--- config.mk ---
export PLATFORM = sky130hd
export DESIGN_NAME = dly_chain_loader
export DESIGN_NICKNAME = d
export VERILOG_FILES = /design/src/rtl/dcl_pkg.sv /design/src/rtl/dcl_ctrl.sv /design/src/rtl/dcl_datapath.sv /design/src/rtl/dly_chain_loader.sv
export SDC_FILE = /design/constraint.sdc
export NUM_CORES = 1
export LEC_CHECK = 0
export CAP_MARGIN = 20
export CORE_ASPECT_RATIO = 1.4
export CORE_MARGIN = 5
export CORE_UTILIZATION = 56
export DETAILED_ROUTE_END_ITERATION = 16
export GPL_ROUTABILITY_DRIVEN = 0
export GPL_TIMING_DRIVEN = 0
export HOLD_SLACK_MARGIN = 0.1
export PLACE_DENSITY = 0.72
export SLEW_MARGIN = 20
export SYNTH_ARGS = -nofsm -noshare
export SYNTH_HDL_FRONTEND = slang
export SYNTH_SLANG_ARGS = --single-unit
--- constraint.sdc ---
create_clock -name clk -period 2.4 [get_ports clk]
set_input_delay 0.24 -clock clk [delete_from_list [all_inputs] [get_ports clk]]
set_output_delay 0.24 -clock clk [all_outputs]
set_load 0.1 [all_outputs]
--- src/rtl/dcl_pkg.sv ---
package dcl_pkg;
  typedef struct packed {
    logic loadFrame;   // reload the shift register with the default codes
    logic shiftBit;    // advance to the next bit of the frame
    logic hostSel;     // hand the serial lines to the host
    logic clkLvl;      // internal serial clock level
    logic latchLvl;    // internal load strobe level
  } dclStrobeT;

  typedef enum logic [1:0] {
    ST_SHIFT = 2'd0,
    ST_LATCH = 2'd1,
    ST_IDLE  = 2'd2
  } dclStateT;
endpackage

--- src/rtl/dcl_ctrl.sv ---
module dcl_ctrl
  import dcl_pkg::*;
#(
  parameter int NUM_DEV = 10,
  parameter int CODE_W  = 8,
  parameter int CLK_DIV = 4
) (
  input  logic      clk,
  input  logic      rstN,
  input  logic      reloadReq,
  output dclStrobeT strobe,
  output logic      done
);
  localparam int FRAME_BITS = NUM_DEV * CODE_W;
  localparam int BIT_W      = (FRAME_BITS > 2) ? $clog2(FRAME_BITS) : 1;
  localparam int PH_W       = (CLK_DIV > 2) ? $clog2(CLK_DIV) : 1;
  localparam logic [PH_W-1:0]  PH_LAST  = PH_W'(CLK_DIV - 1);
  localparam logic [PH_W-1:0]  PH_HALF  = PH_W'(CLK_DIV / 2);
  localparam logic [BIT_W-1:0] BIT_LAST = BIT_W'(FRAME_BITS - 1);

  dclStateT         state;
  logic [PH_W-1:0]  phase;
  logic [BIT_W-1:0] bitCnt;
  logic             endPh;

  assign endPh = (phase == PH_LAST);

  always_ff @(posedge clk or negedge rstN) begin
    if (!rstN) begin
      state  <= ST_SHIFT;
      phase  <= '0;
      bitCnt <= '0;
    end else if (reloadReq) begin
      state  <= ST_SHIFT;
      phase  <= '0;
      bitCnt <= '0;
    end else begin
      unique case (state)
        ST_SHIFT: begin
          phase <= endPh ? '0 : phase + 1'b1;
          if (endPh) begin
            if (bitCnt == BIT_LAST) state <= ST_LATCH;
            else                    bitCnt <= bitCnt + 1'b1;
          end
        end
        ST_LATCH: begin
          phase <= endPh ? '0 : phase + 1'b1;
          if (endPh) state <= ST_IDLE;
        end
        default: begin
          phase <= '0;
        end
      endcase
    end
  end

  always_comb begin
    strobe.loadFrame = reloadReq;
    strobe.shiftBit  = (state == ST_SHIFT) && endPh && !reloadReq;
    strobe.hostSel   = (state == ST_IDLE);
    strobe.clkLvl    = (state == ST_SHIFT) && (phase >= PH_HALF);
    strobe.latchLvl  = (state == ST_LATCH);
  end

  assign done = (state == ST_IDLE);
endmodule

--- src/rtl/dcl_datapath.sv ---
module dcl_datapath
  import dcl_pkg::*;
#(
  parameter int NUM_DEV = 10,
  parameter int CODE_W  = 8,
  parameter logic [NUM_DEV*CODE_W-1:0] DEFAULT_CODES = '0
) (
  input  logic      clk,
  input  logic      rstN,
  input  dclStrobeT strobe,
  input  logic      hostLoad,
  input  logic      hostData,
  input  logic      hostClk,
  output logic      serLoad,
  output logic      serData,
  output logic      serClk
);
  localparam int FRAME_BITS = NUM_DEV * CODE_W;

  // The last device sits in the top bits, so shifting left from the top
  // sends the last device first and each code MSB first.
  logic [FRAME_BITS-1:0] frameSr;

  always_ff @(posedge clk or negedge rstN) begin
    if (!rstN)                 frameSr <= DEFAULT_CODES;
    else if (strobe.loadFrame) frameSr <= DEFAULT_CODES;
    else if (strobe.shiftBit)  frameSr <= {frameSr[FRAME_BITS-2:0], 1'b0};
  end

  always_comb begin
    if (strobe.hostSel) begin
      serLoad = hostLoad;
      serData = hostData;
      serClk  = hostClk;
    end else begin
      serLoad = strobe.latchLvl;
      serData = frameSr[FRAME_BITS-1];
      serClk  = strobe.clkLvl;
    end
  end
endmodule

--- src/rtl/dly_chain_loader.sv ---
module dly_chain_loader
  import dcl_pkg::*;
#(
  parameter int NUM_DEV = 10,
  parameter int CODE_W  = 8,
  parameter int CLK_DIV = 4,
  parameter logic [NUM_DEV*CODE_W-1:0] DEFAULT_CODES =
    80'h5A_C3_81_7E_24_F0_0F_99_A5_3C
) (
  input  logic clk,
  input  logic rstN,
  input  logic reloadReq,
  input  logic hostLoad,
  input  logic hostData,
  input  logic hostClk,
  output logic serLoad,
  output logic serData,
  output logic serClk,
  output logic done
);
  dclStrobeT strobe;

  dcl_ctrl #(.NUM_DEV(NUM_DEV), .CODE_W(CODE_W), .CLK_DIV(CLK_DIV)) u_ctrl (
    .clk(clk), .rstN(rstN), .reloadReq(reloadReq), .strobe(strobe), .done(done)
  );

  dcl_datapath #(.NUM_DEV(NUM_DEV), .CODE_W(CODE_W), .DEFAULT_CODES(DEFAULT_CODES)) u_dp (
    .clk(clk), .rstN(rstN), .strobe(strobe),
    .hostLoad(hostLoad), .hostData(hostData), .hostClk(hostClk),
    .serLoad(serLoad), .serData(serData), .serClk(serClk)
  );
endmodule

== Word-level counts from Yosys, hierarchy flattened ==
Cells that the tools add are included.
Storage, ports and cells
  output and inout bits: 4
  register bits after elaboration: 91
  input port bits: 6
  word-level logic and storage cells: 44
Cells by class
  magnitude comparators: 1
  eq/ne operators: 8
  muxes and demuxes: 17
  reduce and logical (&&, ||, !) cells: 12
  $add $sub $neg: 2
Operator list (count)
  $mux 80: 2
  $mux 7: 4
  $mux 2: 7
  $add 7x1->7 const B: 1
  $eq 7x7->1 const B: 1
  $ne 3x2->1 const B: 2
  $reduce_bool 2->1: 3
  $eq 2x2->1 const B: 2
  $pmux 2 s2: 1
  $reduce_and 4->1: 1
  $logic_and 1x1->1: 3
  $mux 1: 3
  $ne 3x3->1 const B: 1
  $reduce_and 3->1: 1
  $reduce_bool 3->1: 1
  $add 2x1->2 const B: 1
  $eq 2x1->1 const B: 1
  $ge 2x2->1 const B: 1
  $logic_not 2->1: 1
  $ne 2x2->1 const B: 1
  $reduce_or 2->1: 1
  $logic_not 1->1: 1

== Logic depth before layout (Yosys ltp) ==
Gate-level depths: netlist (run 1).
  depth in word-level cells: 5
  depth in mapped cells: 7
  gate-level depth less buffers: 4

== By module ==
From an unflattened synthesis (run 1), not the netlist that was laid out.
Second synthesis, totals
  cell total of the unflattened synthesis: 324
  area, all modules: 3922.5 sq um
Modules (own cells, without submodules)
  dcl_datapath: sequential area each 1999.4 sq um, cells each 258, area each 3281.9 sq um, times used 1
  dcl_ctrl: sequential area each 275.3 sq um, cells each 66, area each 640.6 sq um, times used 1

== Worst setup path after synthesis (run 1) ==
Ideal clock, no wire load.
  path kind: register to output
  start point: register u_ctrl.state[1]
  end point: output serLoad
  data arrival time: 3.044 ns
  cell stages (with the launch flop): 5
  slack: -0.884 ns
  required time: 2.160 ns
  path through: dfrtp_1 buf_6 nor2b_1 nand2_1 o21ai_0
On the way
  longest elaborated chain between the ends: 2
  elaborated cells on any way between the ends: 3
  classes of those cells: eq/ne: 2; mux: 1
RTL lines
  from (decl): RTL line dcl_ctrl.sv:21  | dclStateT state;
  from (signal assigned): RTL line dcl_ctrl.sv:30  | state <= ST_SHIFT;
  from (signal assigned): RTL line dcl_ctrl.sv:34  | state <= ST_SHIFT;
  from (signal assigned): RTL line dcl_ctrl.sv:42  | if (bitCnt == BIT_LAST) state <= ST_LATCH;
  $eq 2x2->1
  net done: RTL line dly_chain_loader.sv:19  | output logic done
  $mux 1: RTL line dcl_datapath.sv:31  | if (strobe.hostSel) begin
  to (decl): RTL line dly_chain_loader.sv:16  | output logic serLoad,
The timed path passes the listed nets, and every way through them passes these cells.

== Worst setup path after layout (run 1) ==
  start point: register u_ctrl.phase[0]
  end point: output serClk
On the way
  longest elaborated chain between the ends: 3
RTL lines
  from (decl): RTL line dcl_ctrl.sv:22  | logic [PH_W-1:0] phase;
  from (signal assigned): RTL line dcl_ctrl.sv:40  | phase <= endPh ? '0 : phase + 1'b1;
  from (signal assigned): RTL line dcl_ctrl.sv:47  | phase <= endPh ? '0 : phase + 1'b1;
  $ge 2x2->1: RTL line dcl_ctrl.sv:61  | strobe.clkLvl = (state == ST_SHIFT) && (phase >= PH_HALF);
  $logic_and 1x1->1: RTL line dcl_ctrl.sv:61
  $mux 1: RTL line dcl_datapath.sv:31
  to (decl): RTL line dly_chain_loader.sv:18  | output logic serClk,
Every way passes these cells.

==> results of run 1 <==
==> path summary, 6_finish.rpt <==
kind,start,end,slack [ps]
max in group asynchronous,rstN,u_dp.frameSr[27]$_DFFE_PN1P_,1360
worst max register to register,u_ctrl.phase[1]$_DFF_PN0_,u_dp.frameSr[39]$_DFFE_PN1P_,150
worst min register to register,u_ctrl.phase[0]$_DFF_PN0_,u_ctrl.phase[0]$_DFF_PN0_,470
worst max-delay path,u_ctrl.phase[0]$_DFF_PN0_,serClk,150
worst min-delay path,rstN,u_ctrl.phase[0]$_DFF_PN0_,370
min in group clk,reloadReq,u_ctrl.bitCnt[0]$_DFFE_PN0P_,390
==> routing by layer <==
metal	track usage, %	routed length (µm)
met3	3.35	270
met5	0	0
met1	26.5	3390
met4	6.88	108
met2	30.5	3670
==> placed cells by master, fill, tap and decap left out, drive strengths merged, types with 5 or more instances in the layout <==
| master | netlist | final |
|---|---|---|
| a21oi | 48 | 48 |
| clkbuf | 22 | 33 |
| dfstp | 38 | 38 |
| nand2 | 157 | 157 |
| nand3b | 37 | 37 |
| inv | 4 | 5 |
| dfrtp | 51 | 51 |
| buf | 7 | 9 |
==> state kept, by name (all words and copies together), names as in the netlist <==
signal	count
u_ctrl.state	2
u_ctrl.bitCnt	7
u_ctrl.phase	2
u_dp.frameSr	78
==> cell families (layout without fill, tap and decap cells) <==
family	after synthesis	in the layout	share of synthesized area, %
DFF	89	89	60.1
adders and majority gates	3	3	0.991
AOI/OAI and AO/OA	57	57	7.96
muxes	3	3	0.859
buffers and inverters	33	59	3.63
and+or+nand+nor	216	216	26.5
==> stage by stage <==
| stage | power (W) | util (%) |
|---|---|---|
| after detailed placement | 0.00198 | 60.8 |
| after global placement | 0.00196 | 60.4 |
| after global routing | 0.00334 | 64.6 |
| final | 0.00320 | 64.6 |
| after floorplan | 0.00187 | - |
| after CTS | 0.00324 | 64.7 |
==> power groups by stage <==
| stage | Clock (W) | Sequential (W) | Combinational, W |
|---|---|---|---|
| after floorplan | 0 | 0.00165 | 0.000213 |
| after CTS | 0.00129 | 0.00164 | 0.000317 |
| after global placement | 0 | 0.00166 | 0.000302 |
| after detailed placement | 0 | 0.00166 | 0.000318 |
| after global routing | 0.00134 | 0.00165 | 0.000353 |
| final | 0.00125 | 0.00164 | 0.000310 |
==> cell type report <==
type                       instances  area, µm²
clock buffer                      10        138
tap                               74       92.6
multi-input combinational        279       1380
clock inverter                     6        114
inverter                           4       15.0
buffer                            29        123
fill                             520       2320
sequential                        89       2270
timing repair buffer              10        108
==> worst reg2reg max path, cell delays in order (launching register included) <==
cell and delay [ps]:
dfrtp_1 390, ha_1 250, nor3b_2 520, buf_2 330, buf_1 460, nand2_1 130, nand3b_1 110
==> what timing repair did <==
action                                  in CTS  in global routing
hold buffers                                 1                  0
endpoints found under the hold margin       24                  0
endpoints found under the setup margin       4                  2
gates resized for setup                      4                  3
==> flow_metrics.tcl, run 1 <==
set metrics [dict create \
    yosysMostFrequentCell "nand2_1" \
    syn_to_final_growth_pct 12.1 \
    vias 2783 \
    hp-class "input port to async pin" \
    avgViaCountPerCell 5.55 \
    port-buffer-count 8 \
    firstDrtPassIters 5 \
    pwr-share-comb_pct 9.7 \
    synth_seq_cells 89 \
    syn-cell-area_um2 3790 \
    synth_ff_type "dfrtp_1" \
    wl_mm 7.44 \
    rsz0062_at_grt "false" \
    yosysTopAreaCell "dfrtp_1" \
    fin_skew_ps 7.68 \
    hold_ws_ps 367 \
    dpl-instance-area_um2 3990 \
    antenna_found_initial 0 \
    worstSetupPathDepth 5 \
    clk_latency_ps 350 \
    finalSetupViolCount 0 \
    slowest_delay_ps 870 \
    drv_cap 0 \
    cts_buffers 9 \
    clk_pin_slew_ps 90 \
    clockBufferDepth 2 \
    layout_worst_path_cycle_share_pct 93.9 \
    power.internal_w 0.00242 \
    ioPinCount 10 \
    first_global_vias 2741 \
    hpwl_mm 4.84 \
    power_switching_share_pct 24.4 \
    ir_drop_mv 0.475 \
    synth_top_area_share_pct 33.7 \
    ant_nets 0 \
    initial_core_util_pct 57.7 \
    postCtsSetupBuffers 0 \
    p_sw_w 0.000782 \
    cts_num_sinks 89 \
    min_period_ps 2250 \
    num_rows 35 \
    grt_max_degree 59 \
    yosysSeqAreaShare_pct 60.1 \
    async_flop_share_pct 100 \
    die_area_um2 8530 \
    synth.distinct_cells 30 \
    path_delay_family "buffers and inverters" \
    finalMaxSlewViolations 0 \
    die_w_um 79.5 \
    hold_viol 0 \
    dp_cells 484 \
    p_leak_nw 1.84 \
    wl_per_cell_um 14.9 \
    pwr-share-clk_pct 39.2 \
    synth_area_leaders "dfrtp_1 (34%), dfstp_2 (26%), nand2_1 (16%)" \
    cp.required_ps 2160 \
    status "complete, no violations" \
    drtIter0Drc 163 \
    worst_pin_slew_ps 956 \
    ys.warnings.count 0 \
    reg2reg_depth 6 \
    ctsHtreeMaxLevel 3 \
    crit_path_top_delay_cell "dlygate4sd2_1" \
    final_layout_size_suffix_gt1_share_pct 15.9 \
    p_per_area_nw_per_um2 754 \
    relSlewSlack_pct 36.5 \
    end_kind "output pin" \
    synth_cells 401 \
    synth_nets 410 \
    cp.buffers_inverters 2 \
    cp.arrival_ps 2010 \
    synth.avg_cell_area_um2 9.44 \
    antennaDiodeCount 0 \
    finalInstanceArea_um2 4250 \
    layout.nets 431 \
    final_cells 501 \
    crit_type "register to output pin" \
    fin_setup_tns_ps 0 \
    netlist_top_cells_count "nand2_1 (157), dfrtp_1 (51), a21oi_1 (48), dfstp_2 (38), nand3b_1 (37)" \
    coreArea_um2 6570 \
    max_freq_mhz 444 \
    start_kind "register" \
    grt_pass1_wl_mm 13.0 \
    crit_fanout 3 \
    cts_tree "yes" \
    grt_usage_pct 19.2 \
    drcViolationCount 0 \
    die_h_um 107 \
    dp_slack_ps 138 \
    setup_ws_ps 146 \
    cp_cell_sequence "inv_1 > ha_1 > nor3_1 > nor3_2 > dlygate4sd2_1" \
    grt-ovfl-total 0 \
    synth_edf_count 0 \
    seqPwrFrac_pct 51.2 \
    root_buffer "clkbuf_8" \
]
Power figures use the tool's default switching activity.
==> inputs of run 2 (changes only) <==
--- a/config.mk
+++ b/config.mk
@@ -7,13 +7,13 @@
 export LEC_CHECK = 0
 export CAP_MARGIN = 20
 export CORE_ASPECT_RATIO = 1.4
-export CORE_MARGIN = 5
+export CORE_MARGIN = 1.5
 export CORE_UTILIZATION = 56
 export DETAILED_ROUTE_END_ITERATION = 16
 export GPL_ROUTABILITY_DRIVEN = 0
-export GPL_TIMING_DRIVEN = 0
 export HOLD_SLACK_MARGIN = 0.1
 export PLACE_DENSITY = 0.72
+export RECOVER_POWER = 25
 export SLEW_MARGIN = 20
 export SYNTH_ARGS = -nofsm -noshare
 export SYNTH_HDL_FRONTEND = slang
==> run 2 against run 1 <==
Against the previous run:
- sequential power is essentially flat
- total power shrank 7.5%
- worst hold slack gained 80 ps
- critical path type is now register to register
- highest routed layer unchanged
==> flow_metrics.tcl, run 2 (synthesis gave the netlist of run 1 again) <==
set metrics [dict create \
    coreArea_um2 6570 \
    max_freq_mhz 499 \
    relSlewSlack_pct 32.9 \
    crit_fanout 37 \
    ctsHtreeMaxLevel 3 \
    die_area_um2 7270 \
    slowest_delay_ps 570 \
    regMostFlops "u_dp.frameSr" \
    grt_pass1_wl_mm 10.8 \
    cts_num_sinks 89 \
    hp-class "input port to register" \
    reg2reg_to "u_ctrl.bitCnt[3]$_DFFE_PN0P_" \
    worst_pin_slew_ps 1010 \
    reg2reg_depth 5 \
    fin_setup_tns_ps 0 \
    rrSetupSlack_ps 400 \
    drv_cap 0 \
    wl_mm 6.28 \
    status "complete, no violations" \
    min_path_cells 2 \
    hold_viol 0 \
    initial_core_util_pct 57.7 \
    grt_max_degree 52 \
    fillers 542 \
    num_rows 35 \
    ioPinCount 10 \
    p_per_area_nw_per_um2 717 \
    finalMaxSlewViolations 0 \
    fin_skew_ps 11.1 \
    wl_per_cell_um 13.1 \
    cp.arrival_ps 2270 \
    final_layout_size_suffix_gt1_share_pct 18.2 \
    layout.nets 410 \
    cts_buffers 9 \
    root_buffer "clkbuf_8" \
    crit_path_top_delay_cell "or3b_2" \
    grt_usage_pct 19.1 \
    grtUsageMet2_pct 32.6 \
    biggestRegsByFlops "u_dp.frameSr x78, u_ctrl.bitCnt x7" \
    start_kind "register" \
    antennaDiodeCount 0 \
    post_cts_resized 0 \
    power.internal_w 0.00219 \
    clk_pin_slew_ps 90 \
    layout_worst_path_cycle_share_pct 83.5 \
    cp_cell_sequence "ha_1 > or3b_2 > buf_4 > o21a_1 > a211oi_1" \
    drtIter0Drc 225 \
    hpwl_mm 3.80 \
    pwr-share-comb_pct 9.9 \
    rsz0062_at_grt "false" \
    cp.required_ps 2660 \
    mostFrequentLayoutCells "nand2_1 (157), dfrtp_1 (51), a21oi_1 (48)" \
    vias 2636 \
    min_period_ps 2000 \
    end_kind "register" \
    syn_to_final_growth_pct 8.95 \
    die_h_um 100 \
    ir_drop_mv 0.380 \
    hold_start "reloadReq" \
    seqPwrFrac_pct 55.3 \
    antenna_found_initial 0 \
    p_sw_w 0.000775 \
    firstDrtPassIters 4 \
    seq_area_um2 2270 \
    drcViolationCount 0 \
    crit_type "register to register" \
    power_switching_share_pct 26.2 \
    first_global_vias 2522 \
    holdPathEnd "u_ctrl.state[1]$_DFFE_PN0P_" \
    ant_nets 0 \
    grt.met3_usage_pct 3.82 \
    pwr-share-clk_pct 34.8 \
    grt_util_met1_pct 22.9 \
    port-buffer-count 9 \
    hold_ws_ps 446 \
    p_leak_nw 1.81 \
    grt-ovfl-total 0 \
    final_common_cell "nand2_1" \
    finalSetupViolCount 0 \
    busiest_layer "met2" \
    multi_input_area_um2 1390 \
    reg2reg_from "u_ctrl.phase[0]$_DFF_PN0_" \
    clk_latency_ps 360 \
    clockBufferDepth 2 \
    die_w_um 72.5 \
    finish.utilization_pct 62.8 \
    cts_tree "yes" \
    avgViaCountPerCell 5.49 \
    largest_reg_flops 78 \
]
run 2: cell types whose count changed in the layout (fill, tap and decap cells not counted), moves of 4 or more:
cell,before,now
clkbuf_1,22,0
buf_2,5,1
clkinv_4,0,4
buf_4,1,10
run 2: area by class of cell:
type,instances,share of cell area (%)
flip-flops and latches,89,55.1
multi-input cells,279,33.7
repair buffers,18,3.70
clock buffers,9,3.00
well taps,74,2.24
clock inverters,7,1.91
inverters,4,0.364
run 2: worst max path at each step:
stage	start	endpoint	slack, ps	cells after the start
after global routing	rstN	u_dp.frameSr[33]$_DFFE_PN0P_	210	3
after CTS	u_ctrl.phase[1]$_DFF_PN0_	u_ctrl.bitCnt[3]$_DFFE_PN0P_	380	5
final	u_ctrl.phase[0]$_DFF_PN0_	u_ctrl.bitCnt[3]$_DFFE_PN0P_	400	5
after floorplan	u_ctrl.state[1]$_DFFE_PN0P_	serLoad	-440	2
after global placement	u_ctrl.phase[1]$_DFF_PN0_	u_ctrl.bitCnt[5]$_DFFE_PN0P_	460	5
after detailed placement	u_ctrl.phase[1]$_DFF_PN0_	u_ctrl.bitCnt[3]$_DFFE_PN0P_	410	5
run 2: critical path, delay by kind of cell, from the launching register on:
family | cells | cell delay, ps
buffers and inverters | 1 | 290
flip-flops | 1 | 390
AO/OA/AOI/OAI | 2 | 410
adder cells (fa/ha/maj) | 1 | 250
AND/OR/NAND/NOR | 1 | 570
run 2: through the flow:
| stage | power, W | area, µm² | cells | setup WS [ps] |
|---|---|---|---|---|
| 6_report | 0.00296 | 4130 | 480 | 395 |
| 5_1_grt | 0.00309 | 4130 | 480 | 214 |
| 3_5_place_dp | 0.00196 | 3930 | 463 | 407 |
| 2_1_floorplan | 0.00187 | 3790 | 401 | -442 |
| 3_3_place_gp | 0.00195 | 3930 | 463 | 462 |
| 4_1_cts | 0.00300 | 4140 | 480 | 377 |
run 2: power groups by stage:
| stage | Clock [W] | Sequential (W) | Combinational (W) |
|---|---|---|---|
| final | 0.00103 | 0.00164 | 0.000294 |
| after global routing | 0.00111 | 0.00165 | 0.000332 |
| after CTS | 0.00106 | 0.00164 | 0.000304 |
| after detailed placement | 0 | 0.00166 | 0.000301 |
| after global placement | 0 | 0.00166 | 0.000294 |
| after floorplan | 0 | 0.00165 | 0.000213 |
run 2: metal layers:
metal / wire, µm / part of all wire (%) / vias up
li1: - / - / 1305
met2: 3060 / 49 / 35
met3: 170 / 2.7 / 11
met1: 2920 / 46 / 1285
met4: 131 / 2.1 / 0
met5: 0 / 0 / -
run 2: what timing repair did:
action	in CTS	in global routing
hold endpoints to repair	25	0
setup buffers	0	0
hold buffers	1	0
==> inputs of run 3 (changes only) <==
==> constraint.sdc (replaced) <==
create_clock -name clk -period 2 [get_ports clk]
set_input_delay 0.2 -clock clk [delete_from_list [all_inputs] [get_ports clk]]
set_output_delay 0.2 -clock clk [all_outputs]
set_load 0.1 [all_outputs]
==> run 3 against run 2 <==
Against the previous run:
- routed wire length is 0.81% lower
- total power is 17% higher
- die area stayed put
- clock-buffer cell count stayed put
- worst setup slack worse by 280 ps
- global-route usage is 0.40 points higher
- critical path depth is 1 lower
- sequential share of layout area is 1.0 points lower
- critical path type unchanged
- combinational power is 28% higher
- final cell count is 0.21% higher
- first-iteration DRC count is 4.0% higher
==> flow_metrics.tcl, run 3 (synthesis gave the netlist of run 1 again) <==
set metrics [dict create \
    layout_worst_path_cycle_share_pct 94.3 \
    root_buffer "clkbuf_8" \
    ioPinCount 10 \
    crit_type "register to register" \
    clockBufferDepth 2 \
    wl_per_cell_um 12.9 \
    cp.buffers_inverters 0 \
    grt_max_degree 79 \
    grt-ovfl-total 0 \
    fin_setup_tns_ps 0 \
    die_area_um2 7270 \
    drtIter0Drc 234 \
    final_layout_size_suffix_gt1_share_pct 18.7 \
    worst_pin_slew_ps 1220 \
    postCtsSetupBuffers 0 \
    firstDrtPassIters 4 \
    fillers 536 \
    syn_to_final_growth_pct 11.0 \
    clk_latency_ps 350 \
    first_global_vias 2568 \
    antenna_found_initial 0 \
    status "complete, no violations" \
    fin_skew_ps 9.99 \
    relSlewSlack_pct 19.0 \
    wl_mm 6.23 \
    p_leak_nw 1.82 \
    cp.required_ps 2280 \
    clk_pin_slew_ps 90 \
    cts_buffers 9 \
    dpl-instance-area_um2 4010 \
    mostFrequentLayoutCells "nand2_1 (157), dfrtp_1 (51), a21oi_1 (48)" \
    hpwl_mm 3.59 \
    final_common_cell "nand2_1" \
    finalMaxSlewViolations 0 \
    grt_pass1_wl_mm 11.1 \
    cp_cell_sequence "ha_1 > or3b_2 > or4_1 > a21oi_1" \
    finalInstanceArea_um2 4200 \
    crit_fanout 10 \
    path_delay_family "simple AND/OR/NAND/NOR gates" \
    port-buffer-count 9 \
    hold_viol 0 \
    grt_usage_pct 19.5 \
    finalSetupViolCount 0 \
    die_h_um 100 \
    regMostFlops "u_dp.frameSr" \
    vias 2637 \
    num_rows 35 \
    biggestRegsByFlops "u_dp.frameSr x78, u_ctrl.bitCnt x7" \
    crit_path_top_delay_cell "or3b_2" \
    coreArea_um2 6570 \
    max_freq_mhz 530 \
    die_w_um 72.5 \
    end_kind "register" \
    cts_tree "yes" \
    rsz0062_at_grt "false" \
    initial_core_util_pct 57.7 \
    drv_cap 0 \
    slowest_delay_ps 560 \
    ctsHtreeMaxLevel 3 \
    min_period_ps 1890 \
    drcViolationCount 0 \
    avgViaCountPerCell 5.48 \
    layout.nets 411 \
    p_per_area_nw_per_um2 822 \
    antennaDiodeCount 0 \
    cts_num_sinks 89 \
    cp.arrival_ps 2160 \
    ant_nets 0 \
    start_kind "register" \
    ir_drop_mv 0.462 \
    hold_ws_ps 293 \
    finish.utilization_pct 64.0 \
    hp-class "input port to register" \
    largest_reg_flops 78 \
]
==> run 3: path summary, 6_finish.rpt <==
check	depth (start not counted)	startpoint	slack, ps	endpoint
min reg2reg	1	u_ctrl.phase[0]$_DFF_PN0_	480	u_ctrl.phase[0]$_DFF_PN0_
max reg2reg	4	u_ctrl.phase[0]$_DFF_PN0_	110	u_ctrl.bitCnt[4]$_DFFE_PN0P_
max	4	u_ctrl.phase[0]$_DFF_PN0_	110	u_ctrl.bitCnt[4]$_DFFE_PN0P_
max in group asynchronous	3	rstN	490	u_dp.frameSr[26]$_DFFE_PN1P_
min	2	reloadReq	290	u_ctrl.state[1]$_DFFE_PN0P_
min in group asynchronous	2	rstN	630	u_dp.frameSr[48]$_DFFE_PN0P_
==> run 3: timing repair <==
action	4_1_cts	5_1_grt
hold endpoints to repair	24	0
endpoints found under the setup margin	0	58
resized for setup	0	1
hold buffers	1	0
==> run 3: worst register-to-register path, cell delays in order, from the launching register on <==
cell and delay, ps:
dfrtp_1 380, ha_1 170, or3b_2 560, or4_1 540, a21oi_1 160
==> run 3: layout make-up <==
class                           instances  area (µm²)  area share [%]
Tap cell                               74        92.6            2.20
Inverter                                4        15.0           0.357
Clock buffer                            9         124            2.95
Clock inverter                          7        55.1            1.31
Multi-Input combinational cell        279        1400            33.4
Timing Repair Buffer                   19         239            5.68
Sequential cell                        89        2270            54.1
==> run 3: metrics by stage <==
stage | setup slack [ps] | instances | power (W)
floorplan | 161 | 401 | 0.00224
global placement | 132 | 464 | 0.00236
global route | 32.1 | 481 | 0.00363
finish | 115 | 481 | 0.00345
CTS | 26.2 | 481 | 0.00351
detailed placement | 53.2 | 464 | 0.00238
==> run 3: routing by layer <==
| layer | vias up | share of wire (%) | GRT usage (%) |
|---|---|---|---|
| li1 | 1308 | - | - |
| met4 | 0 | 1.3 | 7.40 |
| met5 | - | 0 | 0 |
| met1 | 1301 | 47 | 24.6 |
| met2 | 21 | 50 | 32.3 |
| met3 | 7 | 1.9 | 4.82 |
==> run 3: power by group <==
group	internal (W)	switching, W
sequential	0.00192	0.0000430
combinational	0.000136	0.000241
clock	0.000462	0.000653
